[config.mk]
export PLATFORM = sky130hd
export DESIGN_NAME = aux_spi_master
export DESIGN_NICKNAME = d
export VERILOG_FILES = /design/src/rtl/aux_spi_master.sv
export SDC_FILE = /design/constraint.sdc
export NUM_CORES = 1
export LEC_CHECK = 0
export ABC_AREA = 1
export BUFFER_PORTS_ARGS = -buffer_cell sky130_fd_sc_hd__buf_2
export CAP_MARGIN = 10
export CORE_UTILIZATION = 30
export CTS_CLUSTER_DIAMETER = 40
export DETAILED_ROUTE_END_ITERATION = 10
export PLACE_DENSITY = 0.58
export SETUP_SLACK_MARGIN = 0.1
export SYNTH_ARGS = -nofsm -noshare
export SYNTH_HDL_FRONTEND = slang
export SYNTH_SLANG_ARGS = --single-unit
[constraint.sdc]
create_clock -name clk -period 2.22 [get_ports clk]
set_input_delay 0.333 -clock clk [delete_from_list [all_inputs] [get_ports clk]]
set_output_delay 0.333 -clock clk [all_outputs]
set_load 0.05 [all_outputs]
[src/rtl/aux_spi_master.sv]
module aux_spi_master #(
  parameter int BASE_LOG2 = 24
) (
  input  logic       clk,
  input  logic       rst_n,
  input  logic       ctrl_we,
  input  logic [7:0] ctrl_wdata,
  output logic [7:0] ctrl_rdata,
  input  logic       data_we,
  input  logic [7:0] data_wdata,
  output logic [7:0] data_rdata,
  output logic       busy,
  output logic       done,
  output logic       irq,
  output logic       sclk,
  output logic       mosi,
  input  logic       miso,
  output logic       cs_n
);
  localparam int MIN_SH = BASE_LOG2 - 19;
  localparam int CW     = MIN_SH + 4;

  logic          en, mode, hold, irq_en, held;
  logic [1:0]    baud, baud_run;
  logic [CW-1:0] cnt, last, hmask;
  logic [CW-1:0] phase;
  logic [4:0]    sh;
  logic [7:0]    tx, rx, data_q;
  logic          start, sample_now;

  assign sh         = 5'(MIN_SH - 4) + {3'b000, baud_run};
  assign last       = (CW'(1) << (5'(MIN_SH) + {3'b000, baud_run})) - CW'(1);
  assign hmask      = (CW'(1) << sh) - CW'(1);
  assign phase      = cnt >> sh;
  assign start      = data_we & en & mode;
  assign sample_now = busy & ~phase[0] & ((cnt & hmask) == hmask);

  assign sclk       = busy & phase[0];
  assign mosi       = busy ? tx[3'd7 - phase[3:1]] : 1'b1;
  assign cs_n       = ~(busy | held);
  assign irq        = done & irq_en;
  assign data_rdata = data_q;
  assign ctrl_rdata = {busy, 1'b0, irq_en, hold, baud, mode, en};

  always_ff @(posedge clk) begin
    if (!rst_n) begin
      en <= 1'b0; mode <= 1'b0; hold <= 1'b0; irq_en <= 1'b0;
      baud <= 2'd0; baud_run <= 2'd0; held <= 1'b0;
      busy <= 1'b0; done <= 1'b0; cnt <= '0;
      tx <= 8'd0; rx <= 8'd0; data_q <= 8'd0;
    end else begin
      done <= 1'b0;
      if (busy) begin
        if (sample_now) rx <= {rx[6:0], miso};
        if (cnt == last) begin
          busy   <= 1'b0;
          data_q <= rx;
          done   <= 1'b1;
          held   <= hold;
        end else begin
          cnt <= cnt + CW'(1);
        end
      end
      if (ctrl_we) begin
        if (ctrl_wdata[1] && !hold) held <= 1'b0;
        en     <= ctrl_wdata[0];
        mode   <= ctrl_wdata[1];
        baud   <= ctrl_wdata[3:2];
        hold   <= ctrl_wdata[4];
        irq_en <= ctrl_wdata[5];
      end
      if (start) begin
        busy     <= 1'b1;
        cnt      <= '0;
        tx       <= data_wdata;
        baud_run <= baud;
      end
    end
  end


  done_single_chk: assert property (@(posedge clk) disable iff (!rst_n)
    done |=> !done);

  cs_busy_chk: assert property (@(posedge clk) disable iff (!rst_n)
    busy |-> !cs_n);

  sclk_idle_chk: assert property (@(posedge clk) disable iff (!rst_n)
    !busy |-> !sclk);

  fall_done_chk: assert property (@(posedge clk) disable iff (!rst_n)
    $fell(busy) |-> done);

  ignored_write_chk: assert property (@(posedge clk) disable iff (!rst_n)
    (data_we && !(en && mode) && !busy) |=> (!busy && $stable(data_rdata)));
endmodule

* Word level (Yosys, flattened, before mapping) *
Index checks and enable logic that the tools add are counted.

operators by class
  $add $sub $neg = 6
  order comparisons = 1
  equality and inequality tests = 2
  shift operators = 3
  muxes and demuxes = 11
  bitwise logic cells = 12
  reductions and logical operators = 7

operators by type and width
  cell                                                                   count
  9-bit == test                                                          2
  9-bit by 2-bit subtractor with 9-bit output (second input constant)    2
  1-bit 2-to-1 mux                                                       10
  9-bit by 1-bit adder with 9-bit output (second input constant)         1
  9-bit AND                                                              1
  1-bit by 3-bit left shift with 9-bit output (first input constant)     1
  1-bit by 4-bit left shift with 9-bit output (first input constant)     1
  9-bit by 3-bit >> shifter with 4-bit output                            1
  2-bit AND reduction                                                    4
  1-bit AND                                                              6
  3-bit by 2-bit adder with 4-bit output (first input constant)          1
  3-bit by 4-bit < comparator with 1-bit output (second input constant)  1
  1-bit inverter                                                         4
  1-bit by 2-bit adder with 3-bit output (first input constant)          1
  1-bit binary-select mux with 3-bit select                              1
  3-bit subtractor (first input constant)                                1
  2-bit OR reduction                                                     1
  1-bit logical AND                                                      1
  1-bit logical NOT                                                      1
  1-bit bitwise OR                                                       1

storage, ports and cells
  register bits after elaboration = 44
  input bits = 21
  output and inout bits = 22
  logic and storage cells = 55

* Longest topological paths before layout *
  depth after elaboration = 8
  mapped depth = 12
  depth with buffers taken out = 11

* Worst setup path before layout *
Ideal clock, no wire load.

  path kind = reg2out
  start point = reg busy
  end point = out sclk
  arrival = 1.804 ns
  required time = 1.887 ns
  setup slack = 0.083 ns
  cell stages (with the launch flop) = 4
  buffers on the path = 1
  path through = dfxtp_1 > clkbuf_1 > inv_1 > nor2_1

between the ends
  longest elaborated chain between the ends = 1

RTL lines
  element                 RTL line  text
  start, declared         12        output logic busy,
  start signal, assigned  49        busy <= 1'b0; done <= 1'b0; cnt <= '0;
  start signal, assigned  56        busy <= 1'b0;
  start signal, assigned  73        busy <= 1'b1;
  1-bit AND               38        assign sclk = busy & phase[0];
  end, declared           15        output logic sclk,

Every way passes these cells.

* Worst setup path in the final report *
  start point = reg baud_run[0]
  end point = out mosi

between the ends
  longest elaborated chain between the ends = 6

RTL lines
  element                                      RTL line  text
  start, declared                              24        logic [1:0] baud, baud_run;
  start signal, assigned                       76        baud_run <= baud;
  1-bit by 2-bit adder with 3-bit output       31        assign sh = 5'(MIN_SH - 4) + {3'b000, baud_run};
  9-bit by 3-bit >> shifter with 4-bit output  34        assign phase = cnt >> sh;
  3-bit subtractor                             39        assign mosi = busy ? tx[3'd7 - phase[3:1]] : 1'b1;
  1-bit binary-select mux with 3-bit select    39
  1-bit 2-to-1 mux (not written as such)       39
  1-bit 2-to-1 mux                             39
  end, declared                                16        output logic mosi,

Every way passes these cells. The select of a mux whose other input is x is not followed.

==> run metrics <==
clk slew on worst S/H paths=0.08 ns; fin. max-slew vios=0; maximum vdd ir drop=0.325 mV; Rel. slew slack=64.1%; Final Worst Setup Slack=0.248 ns; pre-CTS setup slack=0.299 ns; RSZ-0062 raised after global routing=no; crit share post-route=88.8%; initial antenna violation count=0; critical-path cell list=inv_1 -> nand2_1 -> and2_1 -> o21ai_0 -> inv_1 -> nand3_1 -> nand3_1 -> buf_6; max-cap violations=0; Flop pwr share=51.3%; hold_buf cts=0; CP Launch Type=flip-flop; clock network fraction of total power=41.7%; reg2reg end=held; routed wire length=5140 microns; post-route insts no fill=448; WHS Path Cells=3; top cell type's share of synthesized area=40.1%; fillers=761; Core Footprint=0.00694 sq mm; Final setup viols=0; Mapped Nets=337; Hold Crit Class=in -> reg; CTS tree=done; share of cells above drive strength 1=23.0%; Area Growth Syn to Fin=19.2%; CP Data Required Time=1.89 ns; Antenna diodes=0; first-pass GRT wire length=8430 microns; Hold EP=en; hpwl dp=3610 microns; DRT iter0 DRCs=145; DRC errors left=0; most frequent cells in the layout=62 x nand2_1, 42 x dfxtp_1, 38 x buf_2; IO Port Bufs=39; Max Freq=507 MHz; Routed WL per cell=11.5 microns; via count=2076; Yosys warnings=0; register area=883 sq um; Die Width=87.6 microns; final hold vios=0; Mapped Area=0.00220 sq mm; area of the multi-input gates=0.00109 sq mm; Max Clock Skew=0.00707 ns; drt pass-1 iters=4; gpl congestion=0.905; total negative slack=0 ns; global-route usage over all layers=14.2%; Post-CTS Repair Setup Buffers=0; Pleak=1.15 nW; leading cell type in the layout, fill and taps excluded=nand2_1; Yosys reg bits=44; Worst-Margin Slew=0.537 ns; clock buffer depth=2; Distinct cells, synth=28; RR Startpoint=baud_run[1]; gr ovfl total=0; CP Class=reg -> out; I/O pin total=43; min-delay src=ctrl_wdata[0]; crit path time final=1.97 ns; vias in the first global route=1809; sequential fraction of the synthesis area=40.1%; worst reg-to-reg path cell count=10; sw frac=23.7%; CTS Sinks=44; total power=1.57 mW; H-tree depth=2; Pint=1.20 mW; crit-path max cell delay=0.34 ns; Vias/cell=4.63; NumNets Final=374; initial core utilization=31.7%; WHS=0.247 ns; status=complete, no violations; r2r setup slk=0.34 ns; CTS buffer count=5; # resized after CTS=2; syn_area_per_cell=7.00 sq um; Psw=0.373 mW; top cells by area, synth=dfxtp_1 40%, nand2_1 11%, a21oi_1 6.8%; Syn Inst Count=314; clock tree root buffer cell=clkbuf_8; total die area=0.00767 sq mm; placed insts=440; CP arrival=1.64 ns; Logic pwr share=7.0%; CP Capture Type=primary output; cell taking the most area after synthesis=dfxtp_1; largest net degree at the start of global routing=27; Slowest-stage cell, CP=dfxtp_2; num rows=30; worst skew pair latency=0.30 ns; antenna-violating nets left=0; PD cells=600 mW/mm^2; die height=87.6 microns; worst-path fanout max=7
==> worst max-delay path by stage <==
stage | from | end | slack (ns) | depth (start not counted)
2_1_floorplan | busy | sclk | 0.29 | 3
3_3_place_gp | baud_run[1] | held | 0.33 | 9
3_5_place_dp | baud_run[1] | rx[4] | 0.30 | 10
4_1_cts | baud_run[0] | mosi | 0.14 | 10
5_1_grt | baud_run[0] | mosi | 0.10 | 11
6_report | baud_run[0] | mosi | 0.25 | 8
==> registers in the layout (all words and copies together), names as in the netlist, 2 cells and up <==
signal / count
tx: 8
rx: 8
data_rdata: 8
baud_run: 2
baud: 2
cnt: 9
==> metal layers <==
metal  vias up  part of all wire, %  GRT usage (%)
met5         -                    0              0
met4         0                  1.4           5.37
li1       1084                    -              -
met3         8                  6.0           3.02
met1       929                   48           19.3
met2        55                   45           22.1
==> critical path, delay by kind of cell (launching register included) <==
family | cells | cell delay [ns]
flip-flops | 1 | 0.34
buffers and inverters | 3 | 0.38
AND/OR/NAND/NOR | 4 | 0.44
AO/OA/AOI/OAI | 1 | 0.19
==> per-stage QoR <==
step                      utilization [%]  cell area (sq um)
after floorplan                         -               2200
after global placement               35.7               2480
after detailed placement             35.7               2480
after CTS                            37.5               2610
after global routing                 37.7               2620
final                                37.7               2620
==> final cells by class <==
cell class / count / area share (%)
Multi-Input combinational cell: 217 / 41.8
Sequential cell: 44 / 33.7
Timing Repair Buffer: 48 / 10.3
Inverter: 35 / 5.01
Tap cell: 96 / 4.58
Clock buffer: 6 / 3.15
Clock inverter: 2 / 1.48
==> cells by family (layout without fill, tap and decap cells) <==
logic type | Yosys count | after routing | synth area share, %
and+or+nand+nor | 147 | 147 | 31.1
DFF | 44 | 44 | 40.1
xor gates and xnor gates | 5 | 5 | 1.99
AOI/OAI and AO/OA | 62 | 62 | 14.9
other | 1 | 1 | 0.171
adders and majority gates | 2 | 2 | 1.14
buffers and inverters | 53 | 91 | 10.7
==> power by group through the flow <==
stage	registers, mW	clock network, mW	logic [mW]
after floorplan	0.834	0	0.0745
after global placement	0.826	0	0.109
after detailed placement	0.826	0	0.110
after CTS	0.808	0.673	0.111
after global routing	0.809	0.698	0.121
final	0.808	0.656	0.110
==> cells in the mapped netlist (all sizes together) <==
cell and number:
dfxtp 44, o21ai 29, nand3 30, nor2 37, xor2 5, conb 1
buf 11, nand4 11, and2 1, nand2 68, a21oi 32, o22ai 1
clkbuf 7, inv 35, ha 2
Note: power is estimated with default switching activity, not from simulation.
